==> config.mk <==
export PLATFORM = sky130hd
export DESIGN_NAME = spr_dma_engine
export DESIGN_NICKNAME = d
export VERILOG_FILES = /design/src/rtl/spr_dma_pkg.sv /design/src/rtl/spr_dma_trigger.sv /design/src/rtl/spr_dma_seq.sv /design/src/rtl/spr_dma_datapath.sv /design/src/rtl/spr_dma_engine.sv
export SDC_FILE = /design/constraint.sdc
export NUM_CORES = 1
export LEC_CHECK = 0
export ABC_AREA = 1
export BUFFER_PORTS_ARGS = -buffer_cell sky130_fd_sc_hd__buf_2
export CORE_MARGIN = 5
export CORE_UTILIZATION = 50
export DETAILED_ROUTE_END_ITERATION = 10
export MAX_ROUTING_LAYER = met4
export PLACE_DENSITY_LB_ADDON = 0.2
export SKIP_CTS_REPAIR_TIMING = 1
export SLEW_MARGIN = 20
export SYNTH_ARGS = -nofsm -noshare
export SYNTH_HDL_FRONTEND = slang
export SYNTH_HIERARCHICAL = 1
export SYNTH_SLANG_ARGS = --single-unit
==> constraint.sdc <==
create_clock -name clk -period 3.5 [get_ports clk]
set_input_delay 0.35 -clock clk [delete_from_list [all_inputs] [get_ports clk]]
set_output_delay 0.35 -clock clk [all_outputs]
set_load 0.02 [all_outputs]
==> src/rtl/spr_dma_pkg.sv <==
// Package: shared state encoding for the sprite attribute copy engine.
// Assumes: nothing beyond the importing modules.
package spr_dma_pkg;

    typedef enum logic [2:0] {
        ST_IDLE  = 3'd0,
        ST_HALT  = 3'd1,
        ST_ALIGN = 3'd2,
        ST_READ  = 3'd3,
        ST_WRITE = 3'd4
    } dma_state_e;

endpackage

==> src/rtl/spr_dma_trigger.sv <==
// Module: decodes host writes to the trigger address and captures the
// source page number.
// Assumes: host writes are single-cycle strobes; a trigger that arrives
// while busy is high is dropped.
module spr_dma_trigger #(
    parameter int unsigned ADDR_W    = 16,
    parameter int unsigned DATA_W    = 8,
    parameter int unsigned PAGE_W    = 8,
    parameter logic [ADDR_W-1:0] TRIG_ADDR = 16'h4014
) (
    input  logic              clk,
    input  logic              rst_n,
    input  logic              host_wr_en,
    input  logic [ADDR_W-1:0] host_addr,
    input  logic [DATA_W-1:0] host_wdata,
    input  logic              busy,
    output logic              start,
    output logic [PAGE_W-1:0] page_q
);

    logic [PAGE_W-1:0] page_in;

    // Fit the host data to the page width: truncate or zero-extend.
    generate
        if (DATA_W >= PAGE_W) begin : g_trunc
            assign page_in = host_wdata[PAGE_W-1:0];
        end else begin : g_extend
            assign page_in = {{(PAGE_W-DATA_W){1'b0}}, host_wdata};
        end
    endgenerate

    // Start on a trigger write only when no transfer is running.
    always_comb begin
        start = host_wr_en && (host_addr == TRIG_ADDR) && !busy;
    end

    // Hold the page number for the whole transfer.
    always_ff @(posedge clk) begin
        if (!rst_n) begin
            page_q <= '0;
        end else if (start) begin
            page_q <= page_in;
        end
    end

endmodule

==> src/rtl/spr_dma_seq.sv <==
// Module: sequencer for halt handshake, phase alignment and alternating
// read/write cycles; keeps the iteration index.
// Assumes: halt_ack stays high once given until busy falls.
module spr_dma_seq
    import spr_dma_pkg::*;
#(
    parameter int unsigned COUNT_W = 8
) (
    input  logic               clk,
    input  logic               rst_n,
    input  logic               start,
    input  logic               halt_ack,
    input  logic               odd_cycle,
    output dma_state_e         state_q,
    output logic [COUNT_W-1:0] idx_q,
    output logic               done_q
);

    dma_state_e state_d;
    logic       last_iter;

    // The final iteration is the one with the index at all ones.
    always_comb begin
        last_iter = &idx_q;
    end

    // Next-state selection.
    always_comb begin
        state_d = state_q;
        unique case (state_q)
            ST_IDLE:  if (start)    state_d = ST_HALT;
            ST_HALT:  if (halt_ack) state_d = odd_cycle ? ST_ALIGN : ST_READ;
            ST_ALIGN: state_d = ST_READ;
            ST_READ:  state_d = ST_WRITE;
            ST_WRITE: state_d = last_iter ? ST_IDLE : ST_READ;
            default:  state_d = ST_IDLE;
        endcase
    end

    // State register.
    always_ff @(posedge clk) begin
        if (!rst_n) begin
            state_q <= ST_IDLE;
        end else begin
            state_q <= state_d;
        end
    end

    // Iteration index: cleared at start, advanced after each write.
    always_ff @(posedge clk) begin
        if (!rst_n) begin
            idx_q <= '0;
        end else if (start) begin
            idx_q <= '0;
        end else if (state_q == ST_WRITE) begin
            idx_q <= idx_q + 1'b1;
        end
    end

    // One-cycle completion pulse after the final write.
    always_ff @(posedge clk) begin
        if (!rst_n) begin
            done_q <= 1'b0;
        end else begin
            done_q <= (state_q == ST_WRITE) && last_iter;
        end
    end

endmodule

==> src/rtl/spr_dma_datapath.sv <==
// Module: address generation, byte holding register and bus / sprite-port
// drive for the copy engine.
// Assumes: dma_rdata is valid at the end of a read cycle.
module spr_dma_datapath
    import spr_dma_pkg::*;
#(
    parameter int unsigned ADDR_W  = 16,
    parameter int unsigned DATA_W  = 8,
    parameter int unsigned COUNT_W = 8,
    parameter int unsigned PAGE_W  = 8,
    parameter logic [ADDR_W-1:0] SPR_ADDR = 16'h2004
) (
    input  logic               clk,
    input  logic               rst_n,
    input  dma_state_e         state_q,
    input  logic [PAGE_W-1:0]  page_q,
    input  logic [COUNT_W-1:0] idx_q,
    input  logic [DATA_W-1:0]  dma_rdata,
    output logic [ADDR_W-1:0]  dma_addr,
    output logic               dma_rd,
    output logic               dma_wr,
    output logic [DATA_W-1:0]  dma_wdata,
    output logic               spr_we,
    output logic [COUNT_W-1:0] spr_idx,
    output logic [DATA_W-1:0]  spr_data
);

    logic [DATA_W-1:0] byte_q;

    // Capture the fetched byte at the end of each read cycle.
    always_ff @(posedge clk) begin
        if (!rst_n) begin
            byte_q <= '0;
        end else if (state_q == ST_READ) begin
            byte_q <= dma_rdata;
        end
    end

    // Drive the bus: page-relative source on reads, fixed register on writes.
    always_comb begin
        dma_rd    = (state_q == ST_READ);
        dma_wr    = (state_q == ST_WRITE);
        dma_addr  = '0;
        dma_wdata = '0;
        if (dma_rd) begin
            dma_addr = {page_q, idx_q};
        end else if (dma_wr) begin
            dma_addr  = SPR_ADDR;
            dma_wdata = byte_q;
        end
    end

    // Mirror each register write onto the sprite store port.
    always_comb begin
        spr_we   = (state_q == ST_WRITE);
        spr_idx  = idx_q;
        spr_data = byte_q;
    end

endmodule

==> src/rtl/spr_dma_engine.sv <==
// Module: top of the sprite attribute bulk copy engine. A host write to the
// trigger address starts a halt handshake, then one page is copied byte by
// byte to a fixed sprite-data register.
// Assumes: the bus fabric hands the bus to this block while halt_ack is high.
module spr_dma_engine
    import spr_dma_pkg::*;
#(
    parameter int unsigned ADDR_W  = 16,
    parameter int unsigned DATA_W  = 8,
    parameter int unsigned COUNT_W = 8,
    parameter logic [ADDR_W-1:0] TRIG_ADDR = 16'h4014,
    parameter logic [ADDR_W-1:0] SPR_ADDR  = 16'h2004
) (
    input  logic               clk,
    input  logic               rst_n,
    input  logic               host_wr_en,
    input  logic [ADDR_W-1:0]  host_addr,
    input  logic [DATA_W-1:0]  host_wdata,
    input  logic               halt_ack,
    input  logic               odd_cycle,
    output logic               halt_req,
    output logic               busy,
    output logic               done,
    output logic [ADDR_W-1:0]  dma_addr,
    output logic               dma_rd,
    input  logic [DATA_W-1:0]  dma_rdata,
    output logic               dma_wr,
    output logic [DATA_W-1:0]  dma_wdata,
    output logic               spr_we,
    output logic [COUNT_W-1:0] spr_idx,
    output logic [DATA_W-1:0]  spr_data
);

    localparam int unsigned PAGE_W = ADDR_W - COUNT_W;

    logic               start;
    logic [PAGE_W-1:0]  page_q;
    dma_state_e         state_q;
    logic [COUNT_W-1:0] idx_q;

    spr_dma_trigger #(
        .ADDR_W   (ADDR_W),
        .DATA_W   (DATA_W),
        .PAGE_W   (PAGE_W),
        .TRIG_ADDR(TRIG_ADDR)
    ) u_trigger (
        .clk       (clk),
        .rst_n     (rst_n),
        .host_wr_en(host_wr_en),
        .host_addr (host_addr),
        .host_wdata(host_wdata),
        .busy      (busy),
        .start     (start),
        .page_q    (page_q)
    );

    spr_dma_seq #(
        .COUNT_W(COUNT_W)
    ) u_seq (
        .clk      (clk),
        .rst_n    (rst_n),
        .start    (start),
        .halt_ack (halt_ack),
        .odd_cycle(odd_cycle),
        .state_q  (state_q),
        .idx_q    (idx_q),
        .done_q   (done)
    );

    spr_dma_datapath #(
        .ADDR_W  (ADDR_W),
        .DATA_W  (DATA_W),
        .COUNT_W (COUNT_W),
        .PAGE_W  (PAGE_W),
        .SPR_ADDR(SPR_ADDR)
    ) u_datapath (
        .clk      (clk),
        .rst_n    (rst_n),
        .state_q  (state_q),
        .page_q   (page_q),
        .idx_q    (idx_q),
        .dma_rdata(dma_rdata),
        .dma_addr (dma_addr),
        .dma_rd   (dma_rd),
        .dma_wr   (dma_wr),
        .dma_wdata(dma_wdata),
        .spr_we   (spr_we),
        .spr_idx  (spr_idx),
        .spr_data (spr_data)
    );

    // Busy and the halt request cover every non-idle state.
    always_comb begin
        busy     = (state_q != ST_IDLE);
        halt_req = busy;
    end

endmodule

==> impl_results.md <==
* Cell Int Power at ~0.38 mW
* Proportion of synthesized chip area in sequential cells at 0.312
* Final hold violation count at 0
* Hold_ws at 238 ps
* Req. time, crit path at 3150 ps
* CP Capture Type: output port
* DR vias at 1753
* Share of cells above drive strength 1 at 0.317
* Slew @ Worst Pin at 573 ps
* ANT cells at 0
* Ys async rst share at 0
* First-pass GRT wire length at roughly 6700 um
* Vias per cell at 4.49
* CP arrival at 1930 ps
* Worst-Skew Late Latency at 320 ps
* Setup TNS at 0 ps
* YS warnings at 6
* Dpl ws at 1570 ps
* Htree depth at 1
* Max frequency at about 440 MHz
* Initial antenna violation count at 0
* DRT Wirelength at 3870 um
* Status: finished clean
* Power density cells at approximately 230 nW/um2
* Full die area at 4900 um2
* Max-slew headroom at 0.617
* Slowest cell delay on critical path at 550 ps
* Worst-path clk slew at around 150 ps
* Gate Count Post-Synth at 275
* Commonest register cell after synthesis: dfxtp_1
* Post-synthesis cell type count at 30
* Synth Net Count at 313
* Final GP Congestion at roughly 0.83
* Die height at 70.0 um
* Gate power share at 0.097
* # port buffers at 82
* Final Non-Filler Cells at 390
* CTS buffer count at 3
* Worst hold path class: input pin to register
* Initial Util at 0.526
* Vias in the first global route at 1640
* Top-count cell post-synth: nor2_1
* ANT nets after route at 0
* Setup crit start kind: register
* Max Clock Skew at 11.6 ps
* Crit-path slowest cell: dfxtp_1
* Synthesized flop and latch total at 28
* Number of synthesized flops with an enable pin at 0
* Core Region at 3420 um2
* Clock tree buffer depth at 2
* Post-Synthesis Cell Area at 1800 um2
* Pleak at around 1.2 nW
* Flop pwr share at 0.639
* Synthesized area per cell at 6.54 um2
* Synthesis-to-layout area growth at 20.1%
* Final setup margin at 1220 ps
* Final critical-path required period at 2280 ps
* Clock share of power at 0.264
* Most frequent CP cell: nand2_1
* P_sw at approximately 0.12 mW
* Final max-slew violation count at 0
* Final worst-path cycle share at 0.652
* Fillers at approximately 340
* Crit path max fanout at 31
* Setup violators final at 0
* Clock root buffer: clkbuf_4
* Max_cap viols at 0
* Drt wl/cell at 9.93 um
* IO Pins at 83
* Pin count of the biggest net entering global routing at 32
* Area leader, netlist: dfxtp_1
* 1st-iter DRT viols at between 90 and 100
* CTS tree: done
* Synth top cells by count: nor2_1, nand2_1, inv_1, dfxtp_1, buf_4
* Synth top area share at 0.312
* Num Clock Sinks at 28
* Sw frac at 0.236
* Die width at 70.0 um
* Inst Count DP at 387
* Critical path class: register to output port
* Detail Placement HPWL at 3130 um
* Setup repair after global routing missed its margin: false
* DRC Markers at 0
* Worst-path cell chain: nand3_2 > inv_1 > nand2_1 > nand2_1 > buf_2
* Largest cells by area after synthesis: dfxtp_1, nor2_1, nand2_1, inv_1, nor2_4
* Standard-cell rows at 21
* GRT Total Usage at 0.165
* Total chip power at 0.499 mW
* VDD IR max at ~0.15 mV
* Global route overflow at 0
* DRT Pass-1 Iters at 4
* Nets at 384
[worst max-delay path: cells and delay by family, from the launching register on]
kind                   cells  cell delay [ps]
flip-flops                 1              550
AND/OR/NAND/NOR            3              640
buffers and inverters      2              410
[power groups by stage]
stage / Sequential [mW] / Clock (mW) / Combinational, mW
CTS: 0.319 / 0.137 / 0.0487
floorplan: 0.326 / 0 / 0.0251
global placement: 0.326 / 0 / 0.0481
global route: 0.319 / 0.152 / 0.0547
finish: 0.319 / 0.132 / 0.0482
detailed placement: 0.326 / 0 / 0.0485
[path summary, 6_finish.rpt]
path	endpoint	from	slack [ps]	cells past startpoint
max	dma_addr[2]	u_seq/state_q[0]$_SDFFE_PN0P_	1220	5
min	u_datapath/spr_data[1]$_SDFFE_PN0N_	dma_rdata[1]	240	3
max reg2reg	u_seq/idx_q[4]$_SDFFE_PP0P_	u_seq/state_q[0]$_SDFFE_PN0P_	1690	10
min reg2reg	u_trigger/page_q[3]$_SDFFE_PN0P_	u_trigger/page_q[3]$_SDFFE_PN0P_	490	2
[routing by layer]
metal	routed length [um]	global-route usage	part of all wire
met1	1810	0.198	0.47
met2	1740	0.285	0.45
met3	279	0.0258	0.072
met4	47	0.0447	0.012
met5	0	-	0
[logic make-up after synthesis]
logic type	synth area share
buffers and inverters	0.182
adders and majority gates	0.00696
and+or+nand+nor	0.457
AOI/OAI and AO/OA	0.0383
xor gates and xnor gates	0.00487
DFF	0.312
[layout by cell type, fill, tap and decap left out, types with 2 or more instances in the layout]
| cell | instances |
|---|---|
| nor2_4 | 8 |
| nand3_1 | 4 |
| clkbuf_4 | 3 |
| nand4_1 | 9 |
| nand3_2 | 3 |
| inv_1 | 49 |
| nor3_1 | 3 |
| nor2_1 | 73 |
| nor2_8 | 2 |
| inv_2 | 2 |
| nand2_1 | 54 |
| o21ai_0 | 4 |
| dfxtp_1 | 28 |
| buf_2 | 82 |
| a21oi_1 | 7 |
[sequential cells by signal (all words and copies together), names as in the netlist]
register	cells
u_datapath/spr_data	8
u_seq/done_q	1
u_seq/idx_q	8
u_seq/state_q	3
u_trigger/page_q	8
[final cells by class]
| class | count | area (um2) | share of cell area |
|---|---|---|---|
| Inverter | 52 | 198 | 0.0915 |
| Multi-Input combinational cell | 179 | 911 | 0.422 |
| Clock buffer | 3 | 22.5 | 0.0104 |
| Tap cell | 46 | 57.6 | 0.0267 |
| Sequential cell | 28 | 561 | 0.260 |
| Timing Repair Buffer | 82 | 410 | 0.190 |
[through the flow]
| stage | area, um2 | util |
|---|---|---|
| after floorplan | 1800 | - |
| after global placement | 2140 | 0.626 |
| after detailed placement | 2140 | 0.626 |
| after CTS | 2160 | 0.632 |
| after global routing | 2160 | 0.632 |
| final | 2160 | 0.632 |
Power figures use the tool's default switching activity.
